File: config.mk
export PLATFORM = sky130hd
export DESIGN_NAME = bcd_clock_core
export DESIGN_NICKNAME = d
export VERILOG_FILES = /design/src/rtl/bcd_clock_pkg.sv /design/src/rtl/bcd_prescaler.sv /design/src/rtl/bcd_cascade.sv /design/src/rtl/bcd_ctrl_fsm.sv /design/src/rtl/bcd_clock_core.sv
export SDC_FILE = /design/constraint.sdc
export NUM_CORES = 1
export LEC_CHECK = 0
export BUFFER_PORTS_ARGS = -buffer_cell sky130_fd_sc_hd__buf_2
export CAP_MARGIN = 10
export CORE_ASPECT_RATIO = 1.5
export CORE_MARGIN = 1
export CORE_UTILIZATION = 35
export CTS_BUF_LIST = sky130_fd_sc_hd__clkbuf_8
export CTS_CLUSTER_DIAMETER = 80
export DETAILED_ROUTE_END_ITERATION = 7
export GPL_TIMING_DRIVEN = 0
export MAX_ROUTING_LAYER = met4
export SLEW_MARGIN = 20
export SYNTH_ARGS = -nofsm -noshare
export SYNTH_HDL_FRONTEND = slang
export SYNTH_SLANG_ARGS = --single-unit
File: constraint.sdc
create_clock -name clk -period 3.8 [get_ports clk]
set_input_delay 0.76 -clock clk [delete_from_list [all_inputs] [get_ports clk]]
set_output_delay 0.76 -clock clk [all_outputs]
set_load 0.01 [all_outputs]
File: src/rtl/bcd_clock_pkg.sv
package bcd_clock_pkg;

    typedef enum logic [1:0] {
        ST_HALT = 2'd0,
        ST_RUN  = 2'd1,
        ST_BUSY = 2'd2
    } clk_state_e;

    typedef struct packed {
        logic [7:0] year;
        logic [7:0] mon;
        logic [7:0] day;
        logic [7:0] hour;
        logic [7:0] min;
        logic [7:0] sec;
    } cal_t;

    localparam logic [7:0] A_SEC  = 8'h00;
    localparam logic [7:0] A_MIN  = 8'h04;
    localparam logic [7:0] A_HOUR = 8'h08;
    localparam logic [7:0] A_DAY  = 8'h0C;
    localparam logic [7:0] A_MON  = 8'h10;
    localparam logic [7:0] A_YEAR = 8'h14;
    localparam logic [7:0] A_CTRL = 8'h20;
    localparam logic [7:0] A_STAT = 8'h24;

    // One-step packed BCD increment (no range wrap)
    function automatic logic [7:0] bcd_inc(input logic [7:0] v);
        if (v[3:0] >= 4'd9) begin
            bcd_inc = {v[7:4] + 4'd1, 4'd0};
        end else begin
            bcd_inc = {v[7:4], v[3:0] + 4'd1};
        end
    endfunction

    // Last day of the month in BCD, leap rule valid for 2000..2099
    function automatic logic [7:0] last_day(input logic [7:0] mon, input logic [7:0] yr);
        logic [6:0] ybin;
        ybin = {yr[7:4], 3'b000} + {2'b00, yr[7:4], 1'b0} + {3'b000, yr[3:0]};
        case (mon)
            8'h02:   last_day = (ybin[1:0] == 2'b00) ? 8'h29 : 8'h28;
            8'h04, 8'h06, 8'h09, 8'h11: last_day = 8'h30;
            default: last_day = 8'h31;
        endcase
    endfunction

endpackage

File: src/rtl/bcd_prescaler.sv
module bcd_prescaler #(
    parameter int TICKS_PER_SEC = 32768,
    parameter int BUSY_LEAD     = 2
) (
    input  logic clk,
    input  logic rst_n,
    input  logic count_en,
    input  logic clear,
    output logic wrap,
    output logic enter_win,
    output logic in_window
);
    localparam int CNT_W = (TICKS_PER_SEC > 1) ? $clog2(TICKS_PER_SEC) : 1;
    localparam logic [CNT_W-1:0] LAST  = CNT_W'(TICKS_PER_SEC - 1);
    localparam logic [CNT_W-1:0] ENTER = CNT_W'(TICKS_PER_SEC - BUSY_LEAD - 1);
    localparam logic [CNT_W-1:0] WSTART = CNT_W'(TICKS_PER_SEC - BUSY_LEAD);

    logic [CNT_W-1:0] cnt_q;

    always_ff @(posedge clk or negedge rst_n) begin
        if (!rst_n) begin
            cnt_q <= '0;
        end else if (clear) begin
            cnt_q <= '0;
        end else if (count_en) begin
            cnt_q <= (cnt_q == LAST) ? '0 : cnt_q + CNT_W'(1);
        end
    end

    assign wrap      = count_en && (cnt_q == LAST);
    assign enter_win = count_en && (cnt_q == ENTER);
    assign in_window = (cnt_q >= WSTART);

endmodule

File: src/rtl/bcd_cascade.sv
module bcd_cascade
    import bcd_clock_pkg::*;
(
    input  cal_t cur,
    output cal_t nxt,
    output logic c_min,
    output logic c_hour,
    output logic c_day
);
    logic w_sec, w_min, w_hour, w_day, w_mon;
    logic [7:0] eom;

    always_comb begin
        eom    = last_day(cur.mon, cur.year);
        w_sec  = (cur.sec >= 8'h59);
        w_min  = w_sec && (cur.min >= 8'h59);
        w_hour = w_min && (cur.hour >= 8'h23);
        w_day  = w_hour && (cur.day >= eom);
        w_mon  = w_day && (cur.mon >= 8'h12);

        nxt.sec  = w_sec ? 8'h00 : bcd_inc(cur.sec);
        nxt.min  = !w_sec ? cur.min : ((cur.min >= 8'h59) ? 8'h00 : bcd_inc(cur.min));
        nxt.hour = !w_min ? cur.hour : ((cur.hour >= 8'h23) ? 8'h00 : bcd_inc(cur.hour));
        nxt.day  = !w_hour ? cur.day : ((cur.day >= eom) ? 8'h01 : bcd_inc(cur.day));
        nxt.mon  = !w_day ? cur.mon : ((cur.mon >= 8'h12) ? 8'h01 : bcd_inc(cur.mon));
        nxt.year = !w_mon ? cur.year : ((cur.year >= 8'h99) ? 8'h00 : bcd_inc(cur.year));

        c_min  = w_sec;
        c_hour = w_min;
        c_day  = w_hour;
    end

endmodule

File: src/rtl/bcd_ctrl_fsm.sv
module bcd_ctrl_fsm
    import bcd_clock_pkg::*;
(
    input  logic clk,
    input  logic rst_n,
    input  logic run_req,
    input  logic sec_load,
    input  logic enter_win,
    input  logic wrap,
    input  logic in_window,
    output logic busy,
    output logic running
);
    clk_state_e state_q, state_d;

    always_comb begin
        state_d = state_q;
        unique case (state_q)
            ST_HALT: begin
                if (run_req) state_d = in_window ? ST_BUSY : ST_RUN;   // HALT_TO_BUSY / HALT_TO_RUN
            end
            ST_RUN: begin
                if (!run_req)       state_d = ST_HALT;                 // ANY_TO_HALT
                else if (sec_load)  state_d = ST_RUN;
                else if (enter_win) state_d = ST_BUSY;                 // RUN_TO_BUSY
            end
            ST_BUSY: begin
                if (!run_req)              state_d = ST_HALT;          // ANY_TO_HALT
                else if (sec_load || wrap) state_d = ST_RUN;           // BUSY_TO_RUN
            end
            default: state_d = ST_HALT;
        endcase
    end

    always_ff @(posedge clk or negedge rst_n) begin
        if (!rst_n) state_q <= ST_HALT;
        else        state_q <= state_d;
    end

    always_comb begin
        busy    = (state_q == ST_BUSY);
        running = (state_q != ST_HALT);
    end

endmodule

File: src/rtl/bcd_clock_core.sv
module bcd_clock_core
    import bcd_clock_pkg::*;
#(
    parameter int TICKS_PER_SEC = 32768,
    parameter int BUSY_LEAD     = 2,
    parameter int ADDR_W        = 8
) (
    input  logic              clk,
    input  logic              rst_n,
    input  logic              tick_en,
    input  logic              reg_wr,
    input  logic [ADDR_W-1:0] reg_addr,
    input  logic [7:0]        reg_wdata,
    output logic [7:0]        reg_rdata,
    output logic              busy,
    output logic              evt_sec,
    output logic              evt_min,
    output logic              evt_hour,
    output logic              evt_day
);
    localparam int NFIELD = 6;

    cal_t       cal_q, cal_nxt;
    logic       run_q;
    logic [3:0] evt_q;
    logic       c_min, c_hour, c_day;
    logic       wrap, enter_win, in_window;
    logic       busy_w, running;
    logic [7:0] addr8;
    logic [NFIELD-1:0] fld_hit;
    logic       time_wr, sec_wr, ctrl_wr, step;

    assign addr8 = 8'(reg_addr);

    genvar gi;
    generate
        for (gi = 0; gi < NFIELD; gi++) begin : g_dec
            assign fld_hit[gi] = (addr8 == 8'(4 * gi));
        end
    endgenerate

    assign time_wr = reg_wr && (|fld_hit);
    assign sec_wr  = reg_wr && fld_hit[0];
    assign ctrl_wr = reg_wr && (addr8 == A_CTRL);
    assign step    = wrap && !time_wr;

    bcd_prescaler #(
        .TICKS_PER_SEC(TICKS_PER_SEC),
        .BUSY_LEAD    (BUSY_LEAD)
    ) u_presc (
        .clk      (clk),
        .rst_n    (rst_n),
        .count_en (running && tick_en),
        .clear    (sec_wr),
        .wrap     (wrap),
        .enter_win(enter_win),
        .in_window(in_window)
    );

    bcd_cascade u_casc (
        .cur   (cal_q),
        .nxt   (cal_nxt),
        .c_min (c_min),
        .c_hour(c_hour),
        .c_day (c_day)
    );

    bcd_ctrl_fsm u_fsm (
        .clk      (clk),
        .rst_n    (rst_n),
        .run_req  (run_q),
        .sec_load (sec_wr),
        .enter_win(enter_win),
        .wrap     (wrap),
        .in_window(in_window),
        .busy     (busy_w),
        .running  (running)
    );

    always_ff @(posedge clk or negedge rst_n) begin
        if (!rst_n) begin
            cal_q <= '{year: 8'h00, mon: 8'h01, day: 8'h01, hour: 8'h00, min: 8'h00, sec: 8'h00};
            run_q <= 1'b0;
            evt_q <= 4'b0000;
        end else begin
            if (time_wr) begin
                if (fld_hit[0]) cal_q.sec  <= reg_wdata;
                if (fld_hit[1]) cal_q.min  <= reg_wdata;
                if (fld_hit[2]) cal_q.hour <= reg_wdata;
                if (fld_hit[3]) cal_q.day  <= reg_wdata;
                if (fld_hit[4]) cal_q.mon  <= reg_wdata;
                if (fld_hit[5]) cal_q.year <= reg_wdata;
            end else if (step) begin
                cal_q <= cal_nxt;
            end
            if (ctrl_wr) run_q <= reg_wdata[0];
            evt_q <= step ? {c_day, c_hour, c_min, 1'b1} : 4'b0000;
        end
    end

    always_comb begin
        case (addr8)
            A_SEC:   reg_rdata = cal_q.sec;
            A_MIN:   reg_rdata = cal_q.min;
            A_HOUR:  reg_rdata = cal_q.hour;
            A_DAY:   reg_rdata = cal_q.day;
            A_MON:   reg_rdata = cal_q.mon;
            A_YEAR:  reg_rdata = cal_q.year;
            A_CTRL:  reg_rdata = {7'b0, run_q};
            A_STAT:  reg_rdata = {2'b00, evt_q, running, busy_w};
            default: reg_rdata = 8'h00;
        endcase
    end

    assign busy     = busy_w;
    assign evt_sec  = evt_q[0];
    assign evt_min  = evt_q[1];
    assign evt_hour = evt_q[2];
    assign evt_day  = evt_q[3];

endmodule

# After elaboration in Yosys (flattened, before gate mapping)
# Cells that the tools add are included.
# totals
regBits	70
out_inout_bits	13
in_bits	20
# op_classes
order_cmp	13
reduce_logical	45
muxes	40
add_sub_neg	15
eq_ne	25
# ops
op	n
8-bit two-way mux	23
48-bit two-way mux	2
8-bit one-hot mux with 8 select lines	1
4-bit by 1-bit adder with 4-bit output, second input constant	12
15-bit two-way mux	3
15-bit equality test, second input constant	2
8-bit by 3-bit equality test with 1-bit output, second input constant	3
8-bit by 4-bit equality test with 1-bit output, second input constant	3
8-bit by 5-bit equality test with 1-bit output, second input constant	3
4-bit greater-or-equal comparator, second input constant	6
3-bit AND reduction	7
4-bit AND reduction	5
3-bit nonzero test	6
8-bit by 6-bit equality test with 1-bit output, second input constant	2
8-bit by 7-bit greater-or-equal comparator with 1-bit output, second input constant	2
8-bit one-hot mux with 2 select lines	1
2-bit nonzero test	8
15-bit by 1-bit adder with 15-bit output, second input constant	1
15-bit greater-or-equal comparator, second input constant	1
2-bit two-way mux	7
2-bit inequality test, second input constant	7
1-bit logical AND	11
8-bit by 2-bit equality test with 1-bit output, second input constant	1
8-bit by 5-bit greater-or-equal comparator with 1-bit output, second input constant	1
other kinds (19)	20

# Depth between registers and ports, before layout
# depth
word_depth	11
mapped_depth	15
ltp_nobuf	14

# Hierarchy
# From an unflattened synthesis, not the netlist that was laid out.
# hier_totals
hier_cells	627
area_unflattened_um2	5794.3
# modules_own_cells
mod	instances	area_each_um2	cells_per_inst
bcd_clock_core	1	3049.2	270
bcd_cascade	1	1682.9	240
bcd_prescaler	1	908.4	97
bcd_ctrl_fsm	1	153.9	20

# Worst setup path after synthesis
# OpenSTA, ideal clock, no wires.
# synth_path
path_kind	reg2reg
from	register cal_q[32] in the netlist's numbering
to	register cal_q[39] in the netlist's numbering
t_arrival_ps	2989
slack_ps	683
t_required_ps	3672
period_less_slack_ps	3117
path_stages_with_launch	16
path_cell_list	dfstp_2 inv_1 ha_1 o21ai_0 o21ai_0 a32oi_1 nor3_1 a21oi_1 ha_1 nor4b_1 o221ai_1 nor2_1 a221o_1 buf_2 nor2_4 mux2_1
# synth_between
elab_chain_len	7
elab_cells_between_ends	18
cone_classes	order compare (3); eq/ne (5); mux (5); reduce/logical (5)
# synth_rtl
element	line	text
start: declaration	bcd_clock_core.sv:23	cal_t cal_q, cal_nxt;
start signal: assignment	bcd_clock_core.sv:82	cal_q <= '{year: 8'h00, mon: 8'h01, day: 8'h01, hour: 8'h00, min: 8'h00, sec: 8'h00};
start signal: assignment	bcd_clock_core.sv:94	cal_q <= cal_nxt;
8-bit by 3-bit equality test with 1-bit output, or another cell as far along	bcd_clock_pkg.sv:40	case (mon)
4-bit OR reduction	bcd_clock_pkg.sv:40	
8-bit one-hot mux with 2 select lines	bcd_clock_pkg.sv:40	
8-bit greater-or-equal comparator	bcd_cascade.sv:18	w_day = w_hour && (cur.day >= eom);
1-bit logical AND	bcd_cascade.sv:18	
2-bit nonzero test (no source line)	n/a	
4-bit AND reduction (no source line)	n/a	
# Several ways; a longest one is shown, not always the timed one. The select of a mux whose other input is x is not followed.
# A chain may end at the register's enable or synchronous reset.

# Final worst setup path
# Same ends and word-level chain as after synthesis.

==> reports/metrics.cfg <==
[setup_path]
path_cells = inv_1 -> ha_1 -> o21ai_0 -> o21ai_0 -> a32oi_1 -> nor3_1 -> a21oi_1 -> ha_1 -> nor4b_2 -> o221ai_1 -> nor2_2 -> a221o_1 -> buf_2 -> nor2_4 -> mux2_1
r2r_end = cal_q[39]$_DFFE_PN0P_
endpoint_kind = flop
cpPeakStageDelay_ns = 0.61
r2r-start = cal_q[32]$_DFFE_PN1P_
crit_type = flop to flop
required_ns = 4.05
critPathMaxFanout = 10
critical_path_arrival_ns = 3.75
critPathSlowestCell = dfstp_2
rr_worst_depth = 15
startpoint_type = flop
r2r_setup_slack_ns = 0.30

[global_route]
grt_first_pass_wirelength_um = 23700
groute.usage.overall = 0.219
grt_max_degree = 42
grt_overflow = 0
grt_pass1_vias = 4491
antenna_found_initial = 0

[yosys]
ys_ff_latch = 70
async_reset_ff_frac = 1.00
yosys_warnings = 0
yosysSeqAreaShare = 0.355
synth_ff_type = dfrtp_1
synth.avg_cell_area_um2 = 8.85
synth_edf_count = 0
netlist_area_um2 = 4950
syn_nets = 617
synth.distinct_cells = 71
syn_inst = 559

[detailed_routing]
post_drt_wl_per_cell_um = 19.4
first_pass_iters = 5
drc = 0
totalWireLength_um = 14900
vias = 4485
drt-initial-drc-count = 260
vias_per_cell = 5.83
ant_nets = 0

[placed_design]
gp_congestion = 0.889
placed_area_um2 = 5330
hpwl_um = 11500
dp.cells = 753
io_buffers = 31

[floorplanning]
dieArea_um2 = 14600
row_count = 52
start_util = 0.362
core_um2 = 13700
io_pins = 33
die_h_um = 148
fp.dieW_um = 99.1

[sta]
finClkSkew_ns = 0.0147
finalSetupTns_ns = 0
finalCritPeriodShare = 0.921
slew-limit-headroom = 0.530
drv_slew = 0
tightest_slew_ns = 0.706
fmax_ghz = 0.286
finalHoldViolCount = 0
whs_ns = 0.328
grt_setup_unrepaired = no
setup_violations = 0
period_needed_ns = 3.50

[clock_tree]
root_buffer = clkbuf_8
htreeDepth = 3
cts_made_buffers = 9
cts_sinks = 70
insertion_delay_ns = 0.37
cts_tree = built
path_clk_slew_ns = 0.08
clockBufferDepth = 2

[power]
power_leakage_uw = 0.00260
powerDensity_nw_per_um2 = 316
peakVddDrop_mv = 0.235

[layout]
stdcell_count = 769
nNetsFinal = 660
final_common_cell = dfrtp_1
drive_gt1_frac = 0.147
design_area_um2 = 5590
nFillCells = 1385
area_growth_pct = 13.0
n_antenna_cell = 0
final_cell_mix = dfrtp_1, nand2_1, nor2_1, o21ai_0, inv_1

[run_status]
status = finished clean

[min_path]
worst_hold_path_type = primary input to async pin

[job]
drv_cap = 0

## worst max path at each step
stage / start / end / cells after the start
after floorplan: cal_q[32]$_DFFE_PN1P_ / cal_q[39]$_DFFE_PN0P_ / 15
final: cal_q[32]$_DFFE_PN1P_ / cal_q[39]$_DFFE_PN0P_ / 15
after global routing: cal_q[32]$_DFFE_PN1P_ / cal_q[39]$_DFFE_PN0P_ / 15
after CTS: cal_q[32]$_DFFE_PN1P_ / cal_q[39]$_DFFE_PN0P_ / 15
after global placement: cal_q[32]$_DFFE_PN1P_ / cal_q[39]$_DFFE_PN0P_ / 15
after detailed placement: cal_q[32]$_DFFE_PN1P_ / cal_q[39]$_DFFE_PN0P_ / 15
## sequential cells by signal (all words and copies together), names as in the netlist
signal	flops
run_q	1
u_fsm.state_q	2
u_presc.cnt_q	15
cal_q	48
evt_q	4
## final cells by class
| cell class | instances | area [um^2] | area share |
|---|---|---|---|
| Buffer | 19 | 124 | 0.0221 |
| Clock buffer | 11 | 151 | 0.0271 |
| Clock inverter | 5 | 105 | 0.0188 |
| Inverter | 39 | 146 | 0.0262 |
| Multi-Input combinational cell | 431 | 2930 | 0.524 |
| Sequential cell | 70 | 1750 | 0.314 |
| Tap cell | 162 | 203 | 0.0362 |
| Timing Repair Buffer | 32 | 178 | 0.0318 |
## stage by stage
stage	utilization	power, uW	worst slack, ns
2_1_floorplan	-	926	0.683
3_5_place_dp	0.390	999	0.145
4_1_cts	0.409	1770	0.107
6_report	0.409	1770	0.302
3_3_place_gp	0.388	990	0.161
5_1_grt	0.409	1830	0.0906
## power breakdown
group | switching [uW] | internal, uW | total, uW
clock network | 311 | 472 | 783
registers | 33.5 | 767 | 800
logic | 109 | 73.9 | 183
total | 454 | 1310 | 1770
## critical path: cells and delay by family, from the launching register on
kind | cells | cell delay (ns)
AOI/OAI and AO/OA | 6 | 0.97
and+or+nand+nor | 4 | 0.63
buffers and inverters | 2 | 0.34
muxes | 1 | 0.32
DFF | 1 | 0.61
adders and majority gates | 2 | 0.49
## synth_stat cells, types with 5 or more instances
cell type	count	area, um^2
a22oi_1	9	67.6
a22o_1	7	61.3
o31a_1	7	61.3
dfrtp_1	68	1700
o31ai_1	11	82.6
xor2_1	8	70.1
a21oi_1	23	115
a221oi_1	5	43.8
a31oi_1	9	56.3
mux2i_1	11	110
o21a_1	5	37.5
inv_1	39	146
nand2b_1	6	37.5
mux2_2	10	113
nand2_1	54	203
ha_1	38	475
o21ai_0	47	235
nor2_1	49	184
nand4_1	10	62.6
o211ai_1	5	37.5
and3_1	8	50.1
nor3_1	6	30.0
clkbuf_1	9	33.8
nand3_1	31	155
and2_1	7	43.8
## kinds of logic after synthesis
| family | synth area share |
|---|---|
| AO/OA/AOI/OAI | 0.210 |
| buffers and inverters | 0.0546 |
| AND/OR/NAND/NOR | 0.211 |
| flip-flops | 0.355 |
| multiplexers | 0.0541 |
| XOR/XNOR | 0.0195 |
| adder cells (fa/ha/maj) | 0.0961 |
## routing by layer
layer / routed length [um] / GRT usage
met1: 5750 / 0.231
met2: 7590 / 0.376
met3: 578 / 0.0355
met4: 983 / 0.147
met5: 0 / -
## timing repair
action                                 in CTS  in global routing
hold buffers                                0                  0
setup endpoints to repair                   0                  1
buffers inserted                            0                  0
endpoints found under the hold margin       0                  0
resized for setup                           0                  2
(Power assumes the default switching activity.)
